File: config.mk
export PLATFORM = sky130hd
export DESIGN_NAME = rtc_cal_divider
export DESIGN_NICKNAME = d
export VERILOG_FILES = /design/src/rtl/rtc_cal_pkg.sv /design/src/rtl/rtc_cal_prescale.sv /design/src/rtl/rtc_cal_sequencer.sv /design/src/rtl/rtc_ft_gen.sv /design/src/rtl/rtc_cal_divider.sv
export SDC_FILE = /design/constraint.sdc
export NUM_CORES = 1
export LEC_CHECK = 0
export ABC_AREA = 1
export ABC_CLOCK_PERIOD_IN_PS = 2000
export CAP_MARGIN = 5
export CORE_ASPECT_RATIO = 1.4
export CORE_MARGIN = 4
export CORE_UTILIZATION = 33
export DETAILED_ROUTE_END_ITERATION = 10
export PLACE_DENSITY = 0.58
export SYNTH_ARGS = -nofsm -noshare
export SYNTH_HDL_FRONTEND = slang
export SYNTH_SLANG_ARGS = --single-unit
File: constraint.sdc
create_clock -name clk -period 2 [get_ports clk]
set_input_delay 0.4 -clock clk [delete_from_list [all_inputs] [get_ports clk]]
set_output_delay 0.4 -clock clk [all_outputs]
set_load 0.005 [all_outputs]
File: src/rtl/rtc_cal_pkg.sv
// Package: shared constants and the decoded calibration type.
// Assumes the adjustment stage is 256 enables wide and a stretch adds half of it.
package rtc_cal_pkg;

    localparam int STAGE_LEN   = 256;
    localparam int STRETCH_ADD = 128;
    localparam int STAGE_W     = 9;
    localparam int FT_W        = 6;

    typedef struct packed {
        logic       speed_up;
        logic [4:0] mag;
    } cal_t;

    // Decode the calibration byte; the two top bits are unused.
    function automatic cal_t decode_cal(input logic [7:0] raw);
        cal_t c;
        c.speed_up = raw[5];
        c.mag      = raw[4:0];
        return c;
    endfunction

endpackage

File: src/rtl/rtc_cal_prescale.sv
// Module: the 256-enable stage and the stage counter that forms one second.
// It assumes the adjust flags stay constant for the whole of a second.
// adj_short drops one stage period from the second.
// adj_long lengthens the first stage period of the second by STRETCH_ADD.
module rtc_cal_prescale
    import rtc_cal_pkg::*;
#(
    parameter int PRE_DIV = 128
) (
    input  logic clk,
    input  logic rst_n,
    input  logic adv,
    input  logic adj_short,
    input  logic adj_long,
    output logic sec_done
);
    localparam int B_W = (PRE_DIV > 1) ? $clog2(PRE_DIV) : 1;
    localparam logic [STAGE_W-1:0] LAST_NORM = STAGE_W'(STAGE_LEN - 1);
    localparam logic [STAGE_W-1:0] LAST_LONG = STAGE_W'(STAGE_LEN + STRETCH_ADD - 1);
    localparam logic [B_W-1:0]     B_FULL    = B_W'(PRE_DIV - 1);
    localparam logic [B_W-1:0]     B_SHORT   = B_W'(PRE_DIV - 2);

    logic [STAGE_W-1:0] cnt_a;
    logic [B_W-1:0]     cnt_b;
    logic               stretch;
    logic               end_a;
    logic               end_sec;

    // Pick the terminal counts for the current stage period and second.
    always_comb begin
        stretch = adj_long && (cnt_b == '0);
        end_a   = (cnt_a == (stretch ? LAST_LONG : LAST_NORM));
        end_sec = end_a && (cnt_b == (adj_short ? B_SHORT : B_FULL));
    end

    assign sec_done = adv && end_sec;

    // Advance the stage counter and the stage-period counter.
    always_ff @(posedge clk) begin
        if (!rst_n) begin
            cnt_a <= '0;
            cnt_b <= '0;
        end else if (adv) begin
            if (end_a) begin
                cnt_a <= '0;
                cnt_b <= end_sec ? '0 : cnt_b + 1'b1;
            end else begin
                cnt_a <= cnt_a + 1'b1;
            end
        end
    end

    p_stage_range_r5: assert property (@(posedge clk) disable iff (!rst_n)
        cnt_a <= LAST_LONG);
    p_hold_when_idle_r7: assert property (@(posedge clk) disable iff (!rst_n)
        !adv |=> $stable(cnt_a) && $stable(cnt_b));

endmodule

File: src/rtl/rtc_cal_sequencer.sv
// Module: the seconds-in-minute index, the position in the correction cycle
// and the calibration sampled at each minute end.
// It decides whether the current second is adjusted, and in which direction.
// It assumes sec_done is a single-clock pulse.
module rtc_cal_sequencer
    import rtc_cal_pkg::*;
#(
    parameter int SEC_PER_MIN = 60,
    parameter int CYC_MIN     = 64
) (
    input  logic       clk,
    input  logic       rst_n,
    input  logic       sec_done,
    input  logic [7:0] cal_in,
    output logic       adj_short,
    output logic       adj_long,
    output logic       min_done
);
    localparam int S_W = (SEC_PER_MIN > 1) ? $clog2(SEC_PER_MIN) : 1;
    localparam int P_W = (CYC_MIN > 1) ? $clog2(CYC_MIN) : 1;
    localparam logic [S_W-1:0] S_LAST = S_W'(SEC_PER_MIN - 1);
    localparam logic [P_W-1:0] P_LAST = P_W'(CYC_MIN - 1);

    logic [S_W-1:0] sec_q;
    logic [P_W-1:0] pos_q;
    cal_t           cal_q;
    logic           eligible;

    assign min_done = sec_done && (sec_q == S_LAST);

    // Eligibility of this minute, which applies to its first second only.
    always_comb begin
        eligible  = (32'(pos_q) < 32'({cal_q.mag, 1'b0})) &&
                    (32'(pos_q) < 32'(CYC_MIN - 2));
        adj_short = eligible && (sec_q == '0) && cal_q.speed_up;
        adj_long  = eligible && (sec_q == '0) && !cal_q.speed_up;
    end

    // Step the seconds index; at a minute end, step the position and sample the calibration.
    always_ff @(posedge clk) begin
        if (!rst_n) begin
            sec_q <= '0;
            pos_q <= '0;
            cal_q <= '0;
        end else if (sec_done) begin
            sec_q <= (sec_q == S_LAST) ? '0 : sec_q + 1'b1;
            if (min_done) begin
                pos_q <= (pos_q == P_LAST) ? '0 : pos_q + 1'b1;
                cal_q <= decode_cal(cal_in);
            end
        end
    end

    p_adj_exclusive_r4: assert property (@(posedge clk) disable iff (!rst_n)
        $onehot0({adj_short, adj_long}));
    p_pos_range_r6: assert property (@(posedge clk) disable iff (!rst_n)
        32'(pos_q) < 32'(CYC_MIN));
    p_pos_moves_on_minute_r6: assert property (@(posedge clk) disable iff (!rst_n)
        !min_done |=> $stable(pos_q));

endmodule

File: src/rtl/rtc_ft_gen.sv
// Module: the frequency-test square wave taken from an uncorrected enable count.
// Bit 5 of a 6-bit count gives a 64-enable period (512 Hz at 32,768 Hz).
// It assumes the gate inputs are static levels.
module rtc_ft_gen
    import rtc_cal_pkg::*;
(
    input  logic clk,
    input  logic rst_n,
    input  logic adv,
    input  logic stop,
    input  logic ft_en,
    input  logic alarm_en,
    input  logic wd_steer,
    input  logic wd_zero,
    output logic ft_out
);
    logic [FT_W-1:0] ft_cnt;
    logic            gate;

    // Combine the control levels that allow the test output.
    always_comb begin
        gate   = !stop && ft_en && !alarm_en && (wd_steer || wd_zero);
        ft_out = gate && ft_cnt[FT_W-1];
    end

    // Free-running count of counted enables, outside the correction path.
    always_ff @(posedge clk) begin
        if (!rst_n) ft_cnt <= '0;
        else if (adv) ft_cnt <= ft_cnt + 1'b1;
    end

    p_ft_count_steps_r9: assert property (@(posedge clk) disable iff (!rst_n)
        adv |=> ft_cnt == $past(ft_cnt) + 1'b1);

endmodule

File: src/rtl/rtc_cal_divider.sv
// Module (top): the calibrated seconds divider.
// It gates the oscillator enable with stop, wires the stage, the sequencer and
// the test-wave generator, and registers the second and minute pulses.
// It assumes PRE_DIV >= 2, SEC_PER_MIN >= 1 and CYC_MIN >= 3.
module rtc_cal_divider #(
    parameter int PRE_DIV     = 128,
    parameter int SEC_PER_MIN = 60,
    parameter int CYC_MIN     = 64
) (
    input  logic       clk,
    input  logic       rst_n,
    input  logic       osc_en,
    input  logic       stop,
    input  logic [7:0] cal_byte,
    input  logic       ft_en,
    input  logic       alarm_en,
    input  logic       wd_steer,
    input  logic       wd_zero,
    output logic       sec_tick,
    output logic       min_tick,
    output logic       ft_out
);
    logic adv;
    logic sec_done;
    logic min_done;
    logic adj_short;
    logic adj_long;

    assign adv = osc_en && !stop;

    rtc_cal_prescale #(.PRE_DIV(PRE_DIV)) u_pre (
        .clk      (clk),
        .rst_n    (rst_n),
        .adv      (adv),
        .adj_short(adj_short),
        .adj_long (adj_long),
        .sec_done (sec_done)
    );

    rtc_cal_sequencer #(.SEC_PER_MIN(SEC_PER_MIN), .CYC_MIN(CYC_MIN)) u_seq (
        .clk      (clk),
        .rst_n    (rst_n),
        .sec_done (sec_done),
        .cal_in   (cal_byte),
        .adj_short(adj_short),
        .adj_long (adj_long),
        .min_done (min_done)
    );

    rtc_ft_gen u_ft (
        .clk     (clk),
        .rst_n   (rst_n),
        .adv     (adv),
        .stop    (stop),
        .ft_en   (ft_en),
        .alarm_en(alarm_en),
        .wd_steer(wd_steer),
        .wd_zero (wd_zero),
        .ft_out  (ft_out)
    );

    // Register the end-of-second and end-of-minute pulses.
    always_ff @(posedge clk) begin
        if (!rst_n) begin
            sec_tick <= 1'b0;
            min_tick <= 1'b0;
        end else begin
            sec_tick <= sec_done;
            min_tick <= min_done;
        end
    end

    p_min_with_sec_r2: assert property (@(posedge clk) disable iff (!rst_n)
        min_tick |-> sec_tick);
    p_single_pulse_r1: assert property (@(posedge clk) disable iff (!rst_n)
        sec_tick |=> !sec_tick);
    p_ft_quiet_on_stop_r8: assert property (@(posedge clk) disable iff (!rst_n)
        stop |-> !ft_out);

endmodule

==> flow_metrics.env, run 1 <==
export IMPL_grt_antenna_before_repair=0
export IMPL_worstPathMaxFanout=7
export IMPL_fp_dieH_um=106
export IMPL_endpoint="u_seq.cal_q[4]$_SDFFE_PN0P_"
export IMPL_r2r_cells=15
export IMPL_drive_gt1_share_pct=21.9
export IMPL_route_met3_wl_um=114
export IMPL_die_x_um=78.2
export IMPL_ys_flop_type="dfxtp_1"
export IMPL_r2r_end="u_seq.cal_q[4]$_SDFFE_PN0P_"
export IMPL_ant_nets=0
export IMPL_grt_max_degree=16
export IMPL_rsz0062_at_grt="true"
export IMPL_startpoint="u_seq.cal_q[4]$_SDFFE_PN0P_"
export IMPL_die_area_sq_um=8310
export IMPL_nNetsFinal=382
export IMPL_dr_max_layer_used="met4"
export IMPL_cap_violations=0
export IMPL_drt_total_wl_um=5030
export IMPL_hpwlAfterDp_um=3680
export IMPL_globalplace_congestion=0.833
export IMPL_slew_limit_headroom_pct=48.9
export IMPL_async_flop_share_pct=0
export IMPL_setup_viol=0
export IMPL_grt_overflow=0
export IMPL_fin_cells=448
export IMPL_synth_nets=338
export IMPL_final_min_clock_period_ns=1.89
export IMPL_final_hold_viol_count=0
export IMPL_wl_per_cell_um=11.2
export IMPL_rr_startpoint="u_seq.cal_q[4]$_SDFFE_PN0P_"
export IMPL_h_tree_depth=2
export IMPL_muxShareOfSynthArea_pct=0
export IMPL_ys_seq_elements=42
export IMPL_pre_cts_ws_ns=-0.103
export IMPL_synth_edf_count=0
export IMPL_syn_area_sq_um=2280
export IMPL_worstSkewPairLatency_ns=0.30
export IMPL_drtIter0Drc=99
export IMPL_first_pass_iters=4
export IMPL_critPathKind="flop to flop"
export IMPL_synth_top_family_by_area="simple AND/OR/NAND/NOR gates"
export IMPL_synth_top_area_share_pct=36.9
export IMPL_cts_sinks=42
export IMPL_min_period_over_period_pct=94.7
export IMPL_clk_pin_slew_worst_paths_ns=0.08
export IMPL_numCtsBuffers=5
export IMPL_outcome="finished, final reports clean"
export IMPL_tritoncts="yes"
export IMPL_port_buffers=16
export IMPL_nFillCells=709
export IMPL_avgSynthCellArea_sq_um=7.32
export IMPL_skew_ns=0.00829
export IMPL_start_util_pct=34.2
export IMPL_fin_ws_ns=0.105
export IMPL_synthToLayoutAreaGrowth_pct=30.8
export IMPL_synth_top_area_cell="dfxtp_1"
export IMPL_placedCellCount=438
export IMPL_synthTopCellsByArea="dfxtp_1 37%, nand2_1 10%, inv_1 6.4%"
export IMPL_synth_xor_area_share_pct=6.54
export IMPL_report_final_slew_viol_count=0
export IMPL_yosysWarnings=0
export IMPL_worst_pin_slew_ns=0.765
export IMPL_synthAdderAreaFrac_pct=6.04
export IMPL_fmax_mhz=528
export IMPL_p_leak_uw=0.00120
export IMPL_yosys_area_share_simple_pct=35.3
export IMPL_grt_pass1_vias=2012
export IMPL_worstPathArrival_ns=2.09
export IMPL_core_area_sq_um=6660
export IMPL_hold_worst_slack_ns=0.461
export IMPL_vias=2093
export IMPL_track_usage_pct=12.5
export IMPL_wirelength_met1_um=2220
export IMPL_num_rows=35
export IMPL_post_route_util_pct=44.8
export IMPL_root_buffer="clkbuf_8"
export IMPL_drc_errors=0
export IMPL_grt_pass1_wl_um=8600
export IMPL_powerDensity_nw_per_um2=537
export IMPL_seq_area_frac_synth_pct=36.9
export IMPL_synth_compound_area_share_pct=6.54
export IMPL_syn_inst=311
export IMPL_r2r_slack_ns=0.11
export IMPL_cts_buffer_depth=2
export IMPL_ys_types=30
export IMPL_routed_wl_met2_um=2600
export IMPL_ir_drop_uv=268
export IMPL_drt_vias_per_instance=4.67
export IMPL_end_kind="flop"
export IMPL_holdCritPathClass="flop to flop"
export IMPL_cp_start_kind="flop"
export IMPL_crit_required_ns=2.20
export IMPL_ios=19
export IMPL_n_antenna_cell=0
-- cell type report --
class / count / area (sq um) / share of cell area (%)
Tap cell: 92 / 115 / 3.86
Clock buffer: 6 / 72.6 / 2.44
Inverter: 41 / 154 / 5.17
Multi-Input combinational cell: 221 / 1370 / 45.9
Clock inverter: 2 / 37.5 / 1.26
Timing Repair Buffer: 44 / 385 / 12.9
Sequential cell: 42 / 848 / 28.5
-- what timing repair did --
item	4_1_cts	5_1_grt
setup buffers	0	1
resized for setup	8	27
hold buffers	0	0
gates cloned	0	1
pin swaps	9	14
setup endpoints to repair	20	32
-- power by group --
part,leakage [uW],total (uW),internal [uW],switching [uW]
clock network,0.0000514,672,373,300
registers,0.000342,844,841,3.37
logic,0.000811,83.9,41.1,42.8
-- how the worst min path moves through the flow --
stage	cells past startpoint	slack [ns]	startpoint	end
after global placement	2	0.46	u_seq.sec_q[5]$_SDFFE_PN0P_	u_seq.sec_q[5]$_SDFFE_PN0P_
after detailed placement	2	0.46	u_seq.cal_q[1]$_SDFFE_PN0P_	u_seq.cal_q[1]$_SDFFE_PN0P_
after global routing	2	0.49	u_seq.cal_q[1]$_SDFFE_PN0P_	u_seq.cal_q[1]$_SDFFE_PN0P_
after CTS	2	0.47	u_seq.cal_q[2]$_SDFFE_PN0P_	u_seq.cal_q[2]$_SDFFE_PN0P_
final	2	0.46	u_seq.cal_q[2]$_SDFFE_PN0P_	u_seq.cal_q[2]$_SDFFE_PN0P_
after floorplan	2	0.45	u_seq.sec_q[5]$_SDFFE_PN0P_	u_seq.sec_q[5]$_SDFFE_PN0P_
-- layout by cell type (no fill, tap or decap), drive strengths merged --
| master | netlist | final |
|---|---|---|
| nand2 | 64 | 64 |
| dfxtp | 42 | 42 |
| inv | 41 | 41 |
| nor2 | 38 | 39 |
| nand3 | 31 | 31 |
| buf | 4 | 28 |
| a21oi | 19 | 19 |
| xor2 | 15 | 15 |
| clkdlybuf4s50 | 0 | 15 |
| nand4 | 11 | 11 |
| ha | 11 | 11 |
| nor3 | 10 | 10 |
| o21ai | 8 | 8 |
| clkbuf | 4 | 6 |
| nor4 | 3 | 3 |
| nor3b | 3 | 3 |
| or2 | 2 | 2 |
| xnor2 | 2 | 2 |
| nand3b | 1 | 1 |
| o22ai | 1 | 1 |
| a21o | 1 | 1 |
| clkinvlp | 0 | 1 |
| bufinv | 0 | 1 |
| dlygate4sd2 | 0 | 1 |
-- flip-flops by register name, indices dropped and copies added (netlist names) --
signal and count:
u_seq.cal_q 6, u_seq.pos_q 6, u_seq.sec_q 6, sec_tick 1, u_pre.cnt_b 7, u_pre.cnt_a 9
min_tick 1, u_ft.ft_cnt 6
-- cell usage after synthesis (4+ instances only) --
master	n
nand2_1	62
dfxtp_1	42
inv_1	39
nor2_1	33
nand3_1	29
a21oi_1	19
xor2_1	15
ha_1	11
nand4_1	11
nor3_1	10
o21ai_0	8
clkbuf_1	4
-- routing by layer --
layer,GRT usage [%],up-vias
met2,22.0,28
met5,0,-
li1,-,1091
met4,5.38,0
met1,14.8,967
met3,2.20,7
-- kinds of logic (layout without fill, tap and decap cells) --
group / count (synthesis) / after routing
buffers and inverters: 49 / 93
AOI/OAI and AO/OA: 29 / 29
adders and majority gates: 11 / 11
xor gates and xnor gates: 17 / 17
and+or+nand+nor: 163 / 164
DFF: 42 / 42
-- worst max-delay path, stage by stage (launching register included) --
cell,delay (ns)
dfxtp_2,0.35
inv_2,0.04
ha_4,0.21
nand2_2,0.06
nand2_2,0.05
inv_2,0.05
nand2_2,0.06
nor2_4,0.12
nand3_2,0.09
nand2_2,0.08
nand3_4,0.11
nor2_8,0.19
nand3_4,0.13
buf_12,0.16
nand3_1,0.06
nand2_1,0.05
-- stage by stage --
stage / cell area (sq um) / total power (uW) / setup TNS, ns
2_1_floorplan: 2280 / 898 / 0
4_1_cts: 2860 / 1620 / 0
6_report: 2980 / 1600 / 0
3_5_place_dp: 2720 / 947 / -0.310
5_1_grt: 2980 / 1670 / -0.319
3_3_place_gp: 2720 / 946 / -0.206
No activity file was read; power rests on OpenSTA's default activity.
==> run 2: changes to the inputs <==
--- a/config.mk
+++ b/config.mk
@@ -11,6 +11,7 @@
 export CORE_ASPECT_RATIO = 1.4
 export CORE_MARGIN = 4
 export CORE_UTILIZATION = 33
+export CTS_CLUSTER_DIAMETER = 50
 export DETAILED_ROUTE_END_ITERATION = 10
 export PLACE_DENSITY = 0.58
 export SYNTH_ARGS = -nofsm -noshare
==> results of run 2 <==
The final DEF is identical to that of run 1; final timing and power are the same.
==> run 3: changes to the inputs <==
--- a/config.mk
+++ b/config.mk
@@ -12,8 +12,10 @@
 export CORE_MARGIN = 4
 export CORE_UTILIZATION = 33
 export CTS_CLUSTER_DIAMETER = 50
+export CTS_CLUSTER_SIZE = 25
 export DETAILED_ROUTE_END_ITERATION = 10
 export PLACE_DENSITY = 0.58
+export RECOVER_POWER = 100
 export SYNTH_ARGS = -nofsm -noshare
 export SYNTH_HDL_FRONTEND = slang
 export SYNTH_SLANG_ARGS = --single-unit
==> flow_metrics.env, run 3 (synthesis results as in run 1) <==
export IMPL_cap_violations=0
export IMPL_final_hold_viol_count=0
export IMPL_first_pass_iters=4
export IMPL_drtIter0Drc=98
export IMPL_post_route_util_pct=44.8
export IMPL_grt_pass1_vias=2012
export IMPL_ir_drop_uv=268
export IMPL_slew_limit_headroom_pct=48.8
export IMPL_vias=2091
export IMPL_drive_gt1_share_pct=21.9
export IMPL_nNetsFinal=382
export IMPL_skew_ns=0.00779
export IMPL_hpwlAfterDp_um=3680
export IMPL_crit_required_ns=2.20
export IMPL_power_uw=1600
export IMPL_final_min_clock_period_ns=1.89
export IMPL_report_final_slew_viol_count=0
export IMPL_cp_start_kind="flop"
export IMPL_ant_nets=0
export IMPL_cts_sinks=42
export IMPL_holdCritPathClass="flop to flop"
export IMPL_grt_overflow=0
export IMPL_min_period_over_period_pct=94.7
export IMPL_clk_pin_slew_worst_paths_ns=0.08
export IMPL_ios=19
export IMPL_rsz0062_at_grt="true"
export IMPL_track_usage_pct=12.5
export IMPL_root_buffer="clkbuf_8"
export IMPL_end_kind="flop"
export IMPL_outcome="finished, final reports clean"
export IMPL_synthToLayoutAreaGrowth_pct=30.8
export IMPL_start_util_pct=34.2
export IMPL_p_leak_uw=0.00121
export IMPL_n_antenna_cell=0
export IMPL_worstPathMaxFanout=7
export IMPL_numCtsBuffers=5
export IMPL_port_buffers=16
export IMPL_worst_pin_slew_ns=0.767
export IMPL_setup_tns_ns=0
export IMPL_h_tree_depth=2
export IMPL_final_cell_mix="56 x nand2_1, 37 x inv_1, 36 x dfxtp_1"
export IMPL_worstSkewPairLatency_ns=0.30
export IMPL_drt_vias_per_instance=4.67
export IMPL_drt_total_wl_um=5010
export IMPL_fp_dieH_um=106
export IMPL_core_area_sq_um=6660
export IMPL_grt_antenna_before_repair=0
export IMPL_num_rows=35
export IMPL_critPathKind="flop to flop"
export IMPL_worstPathArrival_ns=2.09
export IMPL_layout_commonest_cell="nand2_1"
export IMPL_drc_errors=0
export IMPL_tritoncts="yes"
export IMPL_grt_max_degree=16
export IMPL_wl_per_cell_um=11.2
export IMPL_largest_register="u_pre.cnt_a"
export IMPL_fmax_mhz=528
export IMPL_top_regs="u_pre.cnt_a (9), u_pre.cnt_b (7)"
export IMPL_hold_buffers=0
export IMPL_globalplace_congestion=0.833
export IMPL_grt_pass1_wl_um=8600
export IMPL_die_x_um=78.2
export IMPL_cts_buffer_depth=2
export IMPL_powerDensity_nw_per_um2=537
export IMPL_largest_register_ffs=9
export IMPL_die_area_sq_um=8310
export IMPL_setup_viol=0
==> run 3: changes by cell type in the layout (fill, tap and decap cells not counted) <==
cell | before | now
clkdlybuf4s50_1 | 15 | 11
dlygate4sd3_1 | 0 | 4
==> run 3: timing repair <==
item / in CTS / in global routing
setup endpoints to repair: 20 / 32
cloned: 0 / 1
pin swaps: 9 / 14
buffers inserted: 0 / 1
resized for setup: 8 / 27
==> run 3: routing by layer <==
metal	GRT usage [%]	vias up	part of all wire (%)
met4	5.38	0	1.7
met1	14.8	968	45
met2	22.0	27	52
met5	0	-	0
li1	-	1091	-
met3	2.20	5	1.9
==> run 3: path summary, 6_finish.rpt <==
kind	startpoint	to	slack, ns	cells after the start
hold reg to reg	u_seq.cal_q[2]$_SDFFE_PN0P_	u_seq.cal_q[2]$_SDFFE_PN0P_	0.46	2
hold / removal	u_seq.cal_q[2]$_SDFFE_PN0P_	u_seq.cal_q[2]$_SDFFE_PN0P_	0.46	2
setup reg to reg	u_seq.cal_q[4]$_SDFFE_PN0P_	u_seq.cal_q[4]$_SDFFE_PN0P_	0.11	15
setup / recovery	u_seq.cal_q[4]$_SDFFE_PN0P_	u_seq.cal_q[4]$_SDFFE_PN0P_	0.11	15
==> run 3: per-stage QoR <==
| stage | instances | cell area, sq um | hold WS, ns | worst slack (ns) |
|---|---|---|---|---|
| after CTS | 446 | 2860 | 0.471 | 0.00101 |
| final | 448 | 2980 | 0.462 | 0.106 |
| after floorplan | 311 | 2280 | 0.445 | 0.171 |
| after global routing | 448 | 2980 | 0.494 | -0.0356 |
| after detailed placement | 438 | 2720 | 0.461 | -0.103 |
| after global placement | 438 | 2720 | 0.456 | -0.0699 |
==> run 3: critical path, cell delays in order, from the launching register on <==
cell	delay, ns
dfxtp_2	0.35
inv_2	0.04
ha_4	0.21
nand2_2	0.06
nand2_2	0.05
inv_2	0.05
nand2_2	0.06
nor2_4	0.12
nand3_2	0.09
nand2_2	0.08
nand3_4	0.11
nor2_8	0.19
nand3_4	0.13
buf_12	0.16
nand3_1	0.06
nand2_1	0.05
==> run 3: layout make-up <==
cell class / instances / area [sq um]
fillers: 709 / 3680
multi-input cells: 221 / 1370
flip-flops and latches: 42 / 848
repair buffers: 44 / 385
inverters: 41 / 154
well taps: 92 / 115
clock buffers: 6 / 72.6
clock inverters: 2 / 37.5
==> run 3: power breakdown <==
part	internal [uW]	switching, uW
Sequential	841	3.37
Combinational	40.3	42.8
Clock	373	299
Total	1250	345
